## src/rtl/evr_pkg.sv

```systemverilog
package evr_pkg;
  localparam int ADDR_W = 3;
  localparam int DATA_W = 32;

  localparam logic [ADDR_W-1:0] A_CTRL    = 3'd0;
  localparam logic [ADDR_W-1:0] A_PM_STS  = 3'd1;
  localparam logic [ADDR_W-1:0] A_PM_EN   = 3'd2;
  localparam logic [ADDR_W-1:0] A_GPE_STS = 3'd3;
  localparam logic [ADDR_W-1:0] A_GPE_EN  = 3'd4;
  localparam logic [ADDR_W-1:0] A_ALT_SMI = 3'd5;
  localparam logic [ADDR_W-1:0] A_USB     = 3'd6;
  localparam logic [ADDR_W-1:0] A_ROUTE   = 3'd7;

  typedef enum logic [1:0] {
    RT_NONE = 2'b00,
    RT_SMI  = 2'b01,
    RT_SCI  = 2'b10,
    RT_RSVD = 2'b11
  } route_e;

  // a pin's status is recorded only when its route and enable agree
  function automatic logic route_hit(input logic [1:0] rt, input route_e want, input logic en);
    return (route_e'(rt) == want) && en;
  endfunction

  // sticky status update: the event wins over a same-cycle clear
  function automatic logic [15:0] w1c16(input logic [15:0] cur, input logic [15:0] set,
                                        input logic [15:0] clr);
    return (cur & ~clr) | set;
  endfunction
endpackage

```

## src/rtl/evr_sync.sv

```systemverilog
module evr_sync #(
  parameter int W      = 1,
  parameter int STAGES = 2
) (
  input  logic         clk,
  input  logic         rst_n,
  input  logic [W-1:0] d,
  output logic [W-1:0] q
);
  logic [W-1:0] stg [STAGES];

  always_ff @(posedge clk or negedge rst_n) begin
    if (!rst_n) begin
      for (int s = 0; s < STAGES; s++) stg[s] <= '0;
    end else begin
      stg[0] <= d;
      for (int s = 1; s < STAGES; s++) stg[s] <= stg[s-1];
    end
  end

  assign q = stg[STAGES-1];
endmodule

```

## src/rtl/evr_gpio_lane.sv

```systemverilog
module evr_gpio_lane
  import evr_pkg::*;
#(
  parameter int NPIN = 16
) (
  input  logic              clk,
  input  logic              rst_n,
  input  logic [NPIN-1:0]   pin_sync,
  input  logic [2*NPIN-1:0] route,
  input  logic [NPIN-1:0]   sci_en,
  input  logic [NPIN-1:0]   smi_en,
  output logic [NPIN-1:0]   pin_rise,
  output logic [NPIN-1:0]   sci_set,
  output logic [NPIN-1:0]   smi_set
);
  logic [NPIN-1:0] prev_q;

  always_ff @(posedge clk or negedge rst_n) begin
    if (!rst_n) prev_q <= '0;
    else        prev_q <= pin_sync;
  end

  assign pin_rise = pin_sync & ~prev_q;

  for (genvar j = 0; j < NPIN; j++) begin : g_pin
    assign sci_set[j] = pin_rise[j] && route_hit(route[2*j +: 2], RT_SCI, sci_en[j]);
    assign smi_set[j] = pin_rise[j] && route_hit(route[2*j +: 2], RT_SMI, smi_en[j]);
  end
endmodule

```

## src/rtl/evr_ssmi.sv

```systemverilog
module evr_ssmi (
  input  logic clk,
  input  logic rst_n,
  input  logic req,
  input  logic ack,
  output logic pend,
  output logic cmpl
);
  logic pend_q, cmpl_q;

  always_ff @(posedge clk or negedge rst_n) begin
    if (!rst_n) begin
      pend_q <= 1'b0;
      cmpl_q <= 1'b0;
    end else begin
      cmpl_q <= pend_q && ack;
      pend_q <= (pend_q && !ack) || req;
    end
  end

  assign pend = pend_q;
  assign cmpl = cmpl_q;
endmodule

```

## src/rtl/evr_router.sv

```systemverilog
module evr_router
  import evr_pkg::*;
#(
  parameter int HALF_PINS   = 8,
  parameter int NWAKE       = 4,
  parameter int SYNC_STAGES = 2
) (
  input  logic                 clk,
  input  logic                 rst_n,
  input  logic [HALF_PINS-1:0] gpio_core_i,
  input  logic [HALF_PINS-1:0] gpio_sus_i,
  input  logic [NWAKE-1:0]     pcie_wake_n_i,
  input  logic                 usb_we_i,
  input  logic                 pwrbtn_ovr_i,
  input  logic                 gbl_req_i,
  input  logic                 ssmi_req_i,
  input  logic                 ssmi_ack_i,
  input  logic                 reg_wr_i,
  input  logic [ADDR_W-1:0]    reg_addr_i,
  input  logic [DATA_W-1:0]    reg_wdata_i,
  output logic [DATA_W-1:0]    reg_rdata_o,
  output logic                 smi_o,
  output logic                 sci_o,
  output logic                 ssmi_cmpl_o,
  output logic                 s5_req_o
);
  localparam int NPIN   = 2 * HALF_PINS;
  localparam int PM_W   = 3 + NWAKE;
  localparam int B_PBOR = 0;
  localparam int B_GBL  = 1;
  localparam int B_WAKE = 2;
  localparam int B_SSMI = 2 + NWAKE;

  // ---------------- input conditioning ----------------
  logic [NPIN-1:0]  pin_sync;
  logic [NWAKE-1:0] wake_act;

  evr_sync #(.W(NPIN), .STAGES(SYNC_STAGES)) u_pin_sync (
    .clk(clk), .rst_n(rst_n), .d({gpio_core_i, gpio_sus_i}), .q(pin_sync));

  evr_sync #(.W(NWAKE), .STAGES(SYNC_STAGES)) u_wake_sync (
    .clk(clk), .rst_n(rst_n), .d(~pcie_wake_n_i), .q(wake_act));

  logic usb_prev_q, pbor_prev_q;
  logic usb_rise, pbor_rise;

  always_ff @(posedge clk or negedge rst_n) begin
    if (!rst_n) begin
      usb_prev_q  <= 1'b0;
      pbor_prev_q <= 1'b0;
    end else begin
      usb_prev_q  <= usb_we_i;
      pbor_prev_q <= pwrbtn_ovr_i;
    end
  end

  assign usb_rise  = usb_we_i && !usb_prev_q;
  assign pbor_rise = pwrbtn_ovr_i && !pbor_prev_q;

  // ---------------- registers ----------------
  logic [1:0]        ctrl_q;        // [0] SCI enable, [1] global SMI enable
  logic [PM_W-1:0]   pm_sts_q;
  logic [NWAKE-1:0]  wake_en_q;
  logic [NPIN-1:0]   gpe_sts_q, gpe_en_q;
  logic [NPIN-1:0]   alt_sts_q, alt_en_q;
  logic [1:0]        usb_sts_q, usb_en_q;
  logic [2*NPIN-1:0] route_q;
  logic              s5_q;

  logic sci_en, smi_gen;
  assign sci_en  = ctrl_q[0];
  assign smi_gen = ctrl_q[1];

  // ---------------- GPIO lanes ----------------
  logic [NPIN-1:0] pin_rise, gpio_sci_set, gpio_smi_set;

  evr_gpio_lane #(.NPIN(NPIN)) u_lane (
    .clk(clk), .rst_n(rst_n), .pin_sync(pin_sync), .route(route_q),
    .sci_en(gpe_en_q), .smi_en(alt_en_q),
    .pin_rise(pin_rise), .sci_set(gpio_sci_set), .smi_set(gpio_smi_set));

  // ---------------- sync SMI handshake ----------------
  logic ssmi_pend;

  evr_ssmi u_ssmi (
    .clk(clk), .rst_n(rst_n), .req(ssmi_req_i), .ack(ssmi_ack_i),
    .pend(ssmi_pend), .cmpl(ssmi_cmpl_o));

  // ---------------- write decode (named for the checker) ----------------
  logic wr_ctrl, wr_pm_sts, wr_pm_en, wr_gpe_sts, wr_gpe_en, wr_alt, wr_usb, wr_route;
  assign wr_ctrl    = reg_wr_i && (reg_addr_i == A_CTRL);
  assign wr_pm_sts  = reg_wr_i && (reg_addr_i == A_PM_STS);
  assign wr_pm_en   = reg_wr_i && (reg_addr_i == A_PM_EN);
  assign wr_gpe_sts = reg_wr_i && (reg_addr_i == A_GPE_STS);
  assign wr_gpe_en  = reg_wr_i && (reg_addr_i == A_GPE_EN);
  assign wr_alt     = reg_wr_i && (reg_addr_i == A_ALT_SMI);
  assign wr_usb     = reg_wr_i && (reg_addr_i == A_USB);
  assign wr_route   = reg_wr_i && (reg_addr_i == A_ROUTE);

  logic [PM_W-1:0] pm_set, pm_clr;
  logic            pbor_clr;
  assign pm_set   = {ssmi_req_i, wake_act, gbl_req_i, pbor_rise};
  assign pm_clr   = wr_pm_sts ? reg_wdata_i[PM_W-1:0] : '0;
  assign pbor_clr = pm_clr[B_PBOR];

  logic [NPIN-1:0] gpe_clr, alt_clr;
  assign gpe_clr = wr_gpe_sts ? reg_wdata_i[16 +: NPIN] : '0;
  assign alt_clr = wr_alt     ? reg_wdata_i[16 +: NPIN] : '0;

  logic [1:0] usb_clr;
  assign usb_clr = wr_usb ? reg_wdata_i[1:0] : 2'b00;

  always_ff @(posedge clk or negedge rst_n) begin
    if (!rst_n) begin
      ctrl_q    <= '0;
      pm_sts_q  <= '0;
      wake_en_q <= '0;
      gpe_sts_q <= '0;
      gpe_en_q  <= '0;
      alt_sts_q <= '0;
      alt_en_q  <= '0;
      usb_sts_q <= '0;
      usb_en_q  <= '0;
      route_q   <= '0;
      s5_q      <= 1'b0;
    end else begin
      if (wr_ctrl)   ctrl_q    <= reg_wdata_i[1:0];
      if (wr_pm_en)  wake_en_q <= reg_wdata_i[NWAKE-1:0];
      if (wr_gpe_en) gpe_en_q  <= reg_wdata_i[16 +: NPIN];
      if (wr_alt)    alt_en_q  <= reg_wdata_i[NPIN-1:0];
      if (wr_usb)    usb_en_q  <= reg_wdata_i[3:2];
      if (wr_route)  route_q   <= reg_wdata_i[2*NPIN-1:0];
      pm_sts_q  <= (pm_sts_q & ~pm_clr) | pm_set;
      gpe_sts_q <= w1c16(gpe_sts_q, gpio_sci_set, gpe_clr);
      alt_sts_q <= w1c16(alt_sts_q, gpio_smi_set, alt_clr);
      usb_sts_q <= (usb_sts_q & ~usb_clr) | {usb_rise, usb_rise};
      s5_q      <= pbor_rise;
    end
  end

  // ---------------- interrupt combining ----------------
  logic pbor_sts, gbl_sts, ssmi_sts;
  logic [NWAKE-1:0] wake_sts;
  assign pbor_sts = pm_sts_q[B_PBOR];
  assign gbl_sts  = pm_sts_q[B_GBL];
  assign wake_sts = pm_sts_q[B_WAKE +: NWAKE];
  assign ssmi_sts = pm_sts_q[B_SSMI];

  logic sci_terms, smi_terms;
  assign sci_terms = (|(gpe_sts_q & gpe_en_q)) || (|(wake_sts & wake_en_q)) || pbor_sts;
  assign smi_terms = (|(alt_sts_q & alt_en_q)) || (usb_sts_q[1] && (&usb_en_q)) || ssmi_sts;

  assign sci_o    = (sci_en && sci_terms) || gbl_sts;
  assign smi_o    = smi_gen && smi_terms;
  assign s5_req_o = s5_q;

  // ---------------- read mux ----------------
  always_comb begin
    reg_rdata_o = '0;
    unique case (reg_addr_i)
      A_CTRL:    reg_rdata_o[1:0]         = ctrl_q;
      A_PM_STS:  reg_rdata_o[PM_W-1:0]    = pm_sts_q;
      A_PM_EN:   reg_rdata_o[NWAKE-1:0]   = wake_en_q;
      A_GPE_STS: reg_rdata_o[16 +: NPIN]  = gpe_sts_q;
      A_GPE_EN:  reg_rdata_o[16 +: NPIN]  = gpe_en_q;
      A_ALT_SMI: reg_rdata_o              = {alt_sts_q, alt_en_q};
      A_USB:     reg_rdata_o[3:0]         = {usb_en_q, usb_sts_q};
      A_ROUTE:   reg_rdata_o              = route_q;
      default:   reg_rdata_o              = '0;
    endcase
  end
endmodule

```

## config.mk

```make
export PLATFORM = sky130hd
export DESIGN_NAME = evr_router
export DESIGN_NICKNAME = d
export VERILOG_FILES = /design/src/rtl/evr_pkg.sv /design/src/rtl/evr_sync.sv /design/src/rtl/evr_gpio_lane.sv /design/src/rtl/evr_ssmi.sv /design/src/rtl/evr_router.sv
export SDC_FILE = /design/constraint.sdc
export NUM_CORES = 1
export LEC_CHECK = 0
export BUFFER_PORTS_ARGS = -buffer_cell sky130_fd_sc_hd__clkbuf_2
export CAP_MARGIN = 0
export CELL_PAD_IN_SITES_DETAIL_PLACEMENT = 1
export CELL_PAD_IN_SITES_GLOBAL_PLACEMENT = 1
export CORE_ASPECT_RATIO = 0.9
export CORE_MARGIN = 3
export CORE_UTILIZATION = 46
export DETAILED_ROUTE_END_ITERATION = 16
export PLACE_DENSITY = 0.88
export SKIP_LAST_GASP = 1
export SYNTH_ARGS = -nofsm -noshare
export SYNTH_HDL_FRONTEND = slang
export SYNTH_SLANG_ARGS = --single-unit
```

## constraint.sdc

```tcl
create_clock -name clk -period 2.05 [get_ports clk]
set_input_delay 0.41 -clock clk [delete_from_list [all_inputs] [get_ports clk]]
set_output_delay 0.41 -clock clk [all_outputs]
set_load 0.02 [all_outputs]
```

Yosys cells after proc, flatten, opt, wreduce, memory -nomap -nowiden. Cells that the tools add are included.

Word-level logic and storage cells: 179. Flip-flop bits (word level): 174.

Bitwise gates (word level): 18. Reductions and logical operators: 93. Muxes and demuxes: 9. Equal/unequal tests: 39.

Operators by type and width (number): 16-bit AND (5); 1-bit logical AND (79); 16-bit one-hot mux with 4 select lines (1); 16-bit inverter (3); 2-bit by 1-bit == test with 1-bit output (second input constant) (16); 2-bit == test (second input constant) (16); 16-bit 2-to-1 mux (2); 16-bit OR (2); 16-bit OR reduction (2); 9-bit one-hot mux with 2 select lines (1); 3-bit == test (second input constant) (4); 2-bit one-hot mux with 6 select lines (1); 2-bit one-hot mux with 5 select lines (1); 3-bit one-hot mux with 3 select lines (1); 7-bit AND (1); 7-bit 2-to-1 mux (1); 7-bit inverter (1); 7-bit OR (1); 3-bit by 2-bit == test with 1-bit output (second input constant) (2); 1-bit logical OR (6); 4-bit AND (1); 4-bit inverter (1); 4-bit OR reduction (1); 3-bit by 1-bit == test with 1-bit output (second input constant) (1); 7 further kinds (9).

Longest topological paths before layout. Gate-level depths: netlist (run 1).

Depth in word-level cells: 6. Gate-level depth with buffers: 7. Gate-level depth less buffers: 4.

Modules after synthesis. Synthesis (run 1) repeated with hierarchy kept, for this count alone.

Cell total of the unflattened synthesis: 644. Area total of the unflattened synthesis: 7778.7 um2.

Modules (own cells, without submodules): evr_router (cells an instance 467, area each 5437.7 um2, instances 1); evr_gpio_lane (cells an instance 112, area each 1121.1 um2, instances 1); evr_sync (u_pin_sync) (cells an instance 48, area each 920.9 um2, instances 1); evr_sync (u_wake_sync) (cells an instance 12, area each 230.2 um2, instances 1); evr_ssmi (cells an instance 5, area each 68.8 um2, instances 1).

Worst setup path before layout (run 1). OpenSTA, ideal clock, no wires.

Path kind: input to output. From: input port reg_addr_i[1]. To: output port reg_rdata_o[22]. Arrival time: 1527 ps. Cell stages on the path: 6. Data required time: 1640 ps. Setup slack: 113 ps. Buffers on the path: 3. Cell sequence: buf_4 -> and3b_1 -> buf_6 -> buf_6 -> a22o_1 -> a221o_1.

Cells in the longest elaborated chain, start to end: 2.

Ends and longest elaborated chain: from (decl) (RTL line evr_router.sv:19) `input logic [ADDR_W-1:0] reg_addr_i,`; 3-bit == test / 3-bit by 2-bit == test with 1-bit output (equally long branches) (RTL line evr_router.sv:160) `unique case (reg_addr_i)`; 16-bit one-hot mux with 4 select lines * (RTL line evr_router.sv:160); to (decl) (RTL line evr_router.sv:21) `output logic [DATA_W-1:0] reg_rdata_o,`.

Mark *: on every way between the ends. The rest lies on a longest branch, timed or not.

Worst setup path after layout (run 1).
From: register alt_en_q[15]. To: output port smi_o.

Cells in the longest elaborated chain, start to end: 5.

Ends and longest elaborated chain: from (decl) (RTL line evr_router.sv:65) `logic [NPIN-1:0] alt_sts_q, alt_en_q;`; from (signal assigned) (RTL line evr_router.sv:130) `if (wr_alt) alt_en_q <= reg_wdata_i[NPIN-1:0];`; 16-bit AND (RTL line evr_router.sv:151) `assign smi_terms = (|(alt_sts_q & alt_en_q)) || (usb_sts_q[1] && (&usb_en_q)) || ssmi_sts;`; 16-bit OR reduction (RTL line evr_router.sv:151); 1-bit logical OR (2 in a row) (RTL line evr_router.sv:151); 1-bit logical AND (RTL line evr_router.sv:154) `assign smi_o = smi_gen && smi_terms;`; to (decl) (RTL line evr_router.sv:22) `output logic smi_o,`.

No other way between the ends.

==> results.md, run 1 <==
- Status: finished, violations left
- Failing checks: negative setup slack
- Die Ht: 123.4 µm
- Antenna Nets Post-Route: 0
- Worst Slack Setup Final: -0.6595 ns
- Final Slew Violations: 0
- Port-buffer cells: 98
- Hold Fails Final Rpt: 0
- Crit-path max FO: 2
- Setup CP Type: flip-flop to output port
- Vias per cell: 6.259
- VDD IR max: 0.6600 mV
- Simple-Gate Fraction of Synth Area: 0.1305
- Design Power: 10110 µW
- CTS tree: done
- Number of distinct library cells after synthesis: 38
- Initial antenna violation count: 0
- Worst Min Path Start: gpio_core_i[5]
- Fmax: 0.3691 GHz
- Hold Path Sink: u_pin_sync.stg[29]
- Setup crit end kind: output port
- Net Sw Power: 3303 µW
- Count of final setup violators: 14
- Register area share after synthesis: 0.6180
- Via count: 5840
- Fin Setup TNS: -1.413 ns
- Die width: 136.5 µm
- Core area: 0.01487 mm²
- Async set-reset flop share out of synthesis: 1.000
- Syn Area/Cell: 12.13 µm²
- DRT iter0 DRCs: 631
- Clock-pin slew on the worst setup and hold paths: 0.07 ns
- Unrepaired setup endpoints after global routing: yes
- Switching share of power: 0.3267
- DR pass1 iterations: 5
- Largest net degree at the start of global routing: 56
- Yosys warnings: 0
- FF-to-FF path depth: 3
- CP arrival: 2.30 ns
- Die area: 0.01684 mm²
- Xor and xnor area share after synthesis: 0
- Post-synthesis cell area: 0.007046 mm²
- Starting Density: 0.4738
- Post-route DRC: 0
- Layout cell share with drive strength beyond 1: 0.2816
- Compound-cell area share of the yosys netlist: 0.1245
- Min cycle time layout: 2.710 ns
- Worst Hold Path Cells: 1
- First-pass GRT wire length: 35980 µm
- Worst-margin pin slew: 0.6883 ns
- Fin util: 0.5969
- RR Endpoint: alt_sts_q[15]
- TritonCTS buffer count: 17
- Clock sinks: 174
- I/O pins: 99
- Max_slew headroom: 0.5411
- Vias in the first global route: 6204
- Clk_lat worst skew: 0.45 ns
- Grt ovf: 0
- Hold Crit Class: input pin to flip-flop
- Mux cell area share after synthesis: 0.1041
- Post-place instance area: 0.008053 mm²
- Area grow syn2layout: 26.00%
- Design area: 0.008877 mm²
- Drt wl/cell: 26.65 µm
- Pwr dens: 1139 mW/mm²
- Clk buf depth: 2
- CTS root buf: clkbuf_16
- Row count: 42
- Clock network power share: 0.337
- Reg power frac: 0.487
- Yosys reg bits: 174
- Post-detail-place hpwl: 16100 µm
- Total Routing Usage GR: 0.2931
- Routability cong.: 0.9012
- CP Launch Type: flip-flop
- R2R Path Start: alt_en_q[15]
- Nets: 785
- R2R Setup Slk: 0.84 ns
- Final period utilization: 1.322
- Largest family of logic cells by synthesized area: simple AND/OR/NAND/NOR gates
- N_diodes: 0
- Top FF cell, synth: dfrtp_1
- Final wirelength: 24860 µm
- Syn nets: 644
- Internal power: 6807 µW
- H-tree depth: 4
- Comb pwr share: 0.176
- Required @ worst endpoint: 1.64 ns
- Post-Synthesis Cells: 581
- Hold slack: 0.06334 ns
- LEAKAGE: 0.004069 µW
- Max cap viols: 0
- Post-Synth Adder-Cell Area: 0
- Post-synth EDFFs: 0
- Final clock skew: 0.01143 ns
-- synth_stat cells (8+ instances only) --
cell type | instances | area share
mux2_2 | 18 | 0.029
a22o_1 | 32 | 0.040
dfrtp_1 | 174 | 0.62
mux2_1 | 40 | 0.064
nand3_1 | 29 | 0.021
a221o_1 | 18 | 0.026
buf_2 | 12 | 0.0085
nor2b_1 | 13 | 0.012
nand2_1 | 119 | 0.063
a22oi_1 | 10 | 0.011
mux2i_1 | 8 | 0.011
o21ai_0 | 25 | 0.018
a21o_1 | 10 | 0.011
-- flip-flops by register name, indices dropped and copies added, names as in the netlist, 16 cells and up --
register / count
alt_en_q: 16
alt_sts_q: 16
gpe_en_q: 16
gpe_sts_q: 16
route_q: 32
u_lane.prev_q: 16
u_pin_sync.q: 16
u_pin_sync.stg: 16
-- area by class of cell --
cell class / count / area, µm²
Clock buffer: 19 / 452.9
Fill cell: 1530 / 5995
Clock inverter: 13 / 153.9
Sequential cell: 174 / 4358
Timing Repair Buffer: 147 / 1090
Multi-Input combinational cell: 377 / 2556
Inverter: 5 / 18.77
Tap cell: 198 / 247.7
-- layout by cell type, fill, tap and decap left out, types with 5 or more instances in the layout --
cell,instances
a22o_1,32
o21ai_0,24
buf_4,35
nor2_1,7
clkbuf_16,19
nand4b_1,5
mux2_1,40
and2_1,5
a21o_1,10
clkbuf_2,84
dfrtp_1,171
nor4bb_1,5
nand2_1,119
inv_1,5
a22oi_1,9
mux2i_1,6
buf_12,9
a221o_1,18
buf_6,12
nor2b_1,13
o21ai_1,7
mux2_2,18
nand3_1,29
-- per-stage QoR --
step | setup WS (ns) | instances
CTS | -0.4911 | 929
finish | -0.6595 | 933
floorplan | 0.1133 | 581
global route | -0.5517 | 933
global placement | 0.04096 | 891
detailed placement | 0.004683 | 891
-- routing by layer --
| metal | global-route usage | vias up | share of wire |
|---|---|---|---|
| li1 | - | 2381 | - |
| met1 | 0.3682 | 3006 | 0.38 |
| met2 | 0.4774 | 365 | 0.49 |
| met3 | 0.06876 | 88 | 0.085 |
| met4 | 0.1505 | 0 | 0.046 |
| met5 | 0 | - | 0 |
-- kinds of logic (layout without fill, tap and decap cells) --
| group | after synthesis | count (layout) |
|---|---|---|
| simple gates | 196 | 196 |
| mux | 66 | 66 |
| compound gates | 115 | 115 |
| buf+inv | 30 | 184 |
| flops | 174 | 174 |
-- critical path, cell delays in order (launching register included) --
cell and delay (ns):
dfrtp_1 0.48, a222oi_1 0.64, buf_4 0.22, nand4_1 0.11
o21a_1 0.24, clkbuf_2 0.16
-- power groups by stage --
stage	sequential [µW]	combinational, µW	clock (µW)
finish	4920	1780	3400
global placement	4810	1460	0
global route	4960	1900	3600
detailed placement	4880	1580	0
floorplan	4550	937	0
CTS	4850	1680	3410
-- how the worst max path moves through the flow --
stage | startpoint | to | slack [ns] | cells past startpoint
2_1_floorplan | reg_addr_i[1] | reg_rdata_o[22] | 0.11 | 6
3_3_place_gp | alt_en_q[8] | smi_o | 0.04 | 5
3_5_place_dp | reg_addr_i[2] | reg_rdata_o[1] | 0.005 | 6
4_1_cts | alt_en_q[8] | smi_o | -0.49 | 5
5_1_grt | alt_en_q[8] | smi_o | -0.55 | 5
6_report | alt_en_q[15] | smi_o | -0.66 | 5
-- repair_timing --
action	CTS	global route
cloned	0	2
buffers inserted	5	3
resized for setup	6	37
endpoints found under the hold margin	47	0
hold buffers	1	0
pin swaps	7	6
endpoints found under the setup margin	4	13
(Power assumes the default switching activity.)
==> run 2: changes to the inputs <==
- CELL_PAD_IN_SITES_DETAIL_PLACEMENT: 1 -> 2
- CELL_PAD_IN_SITES_GLOBAL_PLACEMENT: 1 -> 2
- CORE_UTILIZATION: 46 -> 38
- RECOVER_POWER: not set -> 50
==> results.md, run 2 (synthesis gave the netlist of run 1 again) <==
- Status: finished, violations left
- Failing checks: max-capacitance violations, max-slew violations, negative setup slack
- Slowest-stage cell, CP: a222oi_1
- Area of the multi-input gates: 0.002597 mm² (+1.6%)
- DR pass1 iterations: 5 (unchanged)
- Crit-path max FO: 2 (unchanged)
- Worst Slack Setup Final: -0.6960 ns (-0.03643 ns)
- N_diodes: 0 (unchanged)
- Fin Setup TNS: -4.572 ns (-3.159 ns)
- Setup CP Type: flip-flop to output port
- I/O pins: 99 (unchanged)
- Die area: 0.02021 mm² (+20%)
- Drt wl/cell: 31.97 µm (+20%)
- CTS root buf: clkbuf_16
- Hold Crit Class: input pin to flip-flop
- Starting Density: 0.3936 (-0.08014)
- Port-buffer cells: 98 (unchanged)
- Nets: 809 (+3.1%)
- CP arrival: 2.34 ns (+0.04 ns)
- Net Sw Power: 3525 µW (+6.7%)
- TritonCTS buffer count: 17 (unchanged)
- Core area: 0.01790 mm² (+20%)
- Routability cong.: 0.9254 (+2.7%)
- Internal power: 6750 µW (-0.84%)
- Filler instances: 1718 (+12%)
- Row count: 46 (+9.5%)
- Layout cell share with drive strength beyond 1: 0.2951 (+0.01349)
- Fmax: 0.3642 GHz (-1.3%)
- Unrepaired setup endpoints after global routing: yes
- Min cycle time layout: 2.746 ns (+0.03643 ns)
- Pwr dens: 1099 mW/mm² (-3.5%)
- Most frequent cells in the layout: 174 x dfrtp_1, 118 x nand2_1, 64 x clkbuf_2
- Largest net degree at the start of global routing: 51 (-8.9%)
- Required @ worst endpoint: 1.64 ns (about the same)
- DRT iter0 DRCs: 517 (-18%)
- Initial antenna violation count: 1 (+1)
- R2R Setup Slk: 0.74 ns (-0.10 ns)
- Final period utilization: 1.339 (+0.01777)
- Hold Fails Final Rpt: 0 (unchanged)
- Comb pwr share: 0.204 (+0.028)
- Worst-margin pin slew: 1.512 ns (+0.8237 ns)
- CP Launch Type: flip-flop
- Setup crit end kind: output port
- First-pass GRT wire length: 43260 µm (+20%)
- Total Routing Usage GR: 0.2949 (+0.001805)
- Final clock skew: 0.01357 ns (+0.002135 ns)
- Reg power frac: 0.486 (about the same)
- Antenna Nets Post-Route: 0 (unchanged)
- Clock sinks: 174 (unchanged)
- Final wirelength: 31940 µm (+28%)
- Biggest register: route_q
- Flip-flop and latch area: 0.004354 mm² (about the same)
- Final Slew Violations: 49 (+49)
- Die width: 149.5 µm (+9.6%)
- VDD IR max: 0.6601 mV (about the same)
- Switching share of power: 0.3431 (+0.01635)
- Post-Place Worst Slack: -0.07700 ns (-0.08169 ns)
- Clk buf depth: 2 (unchanged)
- LEAKAGE: 0.004244 µW (+4.3%)
- Worst path max stage delay: 0.69 ns (+0.05 ns)
- Clock network power share: 0.310 (-0.027)
- CTS tree: done
- Commonest non-fill, non-tap cell in the layout: dfrtp_1
- Die Ht: 135.2 µm (+9.5%)
- Vias in the first global route: 6719 (+8.3%)
- Area grow syn2layout: 32.75%
- Grt ovf: 0 (unchanged)
- Placed cells: 936 (+5.1%)
- Via count: 6062 (+3.8%)
- Worst-path cell chain: a222oi_1 > buf_4 > nand4_1 > o21a_1 > clkbuf_2
- Clk_lat worst skew: 0.45 ns (about the same)
- Final non-filler cell total: 999 (+7.1%)
- Post-route DRC: 0 (unchanged)
- Count of final setup violators: 37 (+23)
- H-tree depth: 4 (unchanged)
- Clock-pin slew on the worst setup and hold paths: 0.07 ns (about the same)
- Max cap viols: 1 (+1)
- Post-detail-place hpwl: 17620 µm (+9.5%)
- Max reg flops: 32 (unchanged)
- Vias per cell: 6.068 (-3.1%)
- Max_slew headroom: -0.008006 (-0.5491)
## run 2: changes by cell type in the layout (fill, tap and decap cells not counted), moves of 4 or more
cell      change
buf_8         +7
clkbuf_8      +4
buf_6        +20
clkbuf_1      +9
buf_16        +4
buf_4         +5
clkbuf_2     -20
## run 2: area by class of cell
| type | count | share of cell area |
|---|---|---|
| inverter | 5 | 0.002007 |
| tap | 240 | 0.03211 |
| clock inverter | 9 | 0.009365 |
| sequential | 174 | 0.4656 |
| clock buffer | 23 | 0.04896 |
| multi-input combinational | 377 | 0.2777 |
| timing repair buffer | 171 | 0.1643 |
## run 2: timing repair
item	4_1_cts	5_1_grt
buffers inserted	9	18
hold buffers	1	0
endpoints found under the setup margin	9	33
endpoints found under the hold margin	45	0
gates cloned	5	1
pin swaps	14	28
gates resized for setup	32	97
## run 2: worst max-delay path: cells and delay by family (launching register included)
family,cells,cell delay [ns]
buffers and inverters,2,0.39
AND/OR/NAND/NOR,1,0.13
AO/OA/AOI/OAI,2,0.92
flip-flops,1,0.45
## run 2: final timing paths
path | startpoint | end | cells past startpoint
hold / removal | gpio_core_i[5] | u_pin_sync.stg[29] | 1
hold reg to reg | u_pin_sync.stg[18] | u_pin_sync.q[2] | 0
setup / recovery | alt_en_q[8] | smi_o | 5
max in group asynchronous | rst_n | s5_req_o | 3
min in group asynchronous | rst_n | gpe_sts_q[12] | 2
setup reg to reg | u_lane.prev_q[12] | alt_sts_q[12] | 3
## run 2: metal layers
layer | track usage | vias up | routed length, µm
met4 | 0.1149 | 0 | 1299
met5 | 0 | - | 0
li1 | - | 2429 | -
met3 | 0.07996 | 90 | 2149
met2 | 0.4967 | 305 | 15940
met1 | 0.3632 | 3238 | 12550
## run 2: power by group through the flow
stage                     sequential, µW  combinational [µW]  clock, µW
final                               4990                2100       3180
after global routing                5040                2240       3340
after CTS                           4880                1870       3150
after detailed placement            4890                1650          0
after global placement              4810                1530          0
after floorplan                     4550                 937          0
## run 2: stage by stage
| stage | hold WS (ns) | area (µm²) | total power (µW) | utilization |
|---|---|---|---|---|
| 5_1_grt | 0.06005 | 9353 | 10620 | 0.5225 |
| 6_report | 0.06858 | 9353 | 10280 | 0.5225 |
| 3_3_place_gp | 0.3323 | 8153 | 6343 | 0.4555 |
| 3_5_place_dp | 0.3364 | 8153 | 6547 | 0.4555 |
| 2_1_floorplan | 0.1144 | 7046 | 5487 | - |
| 4_1_cts | 0.06621 | 9077 | 9904 | 0.5071 |
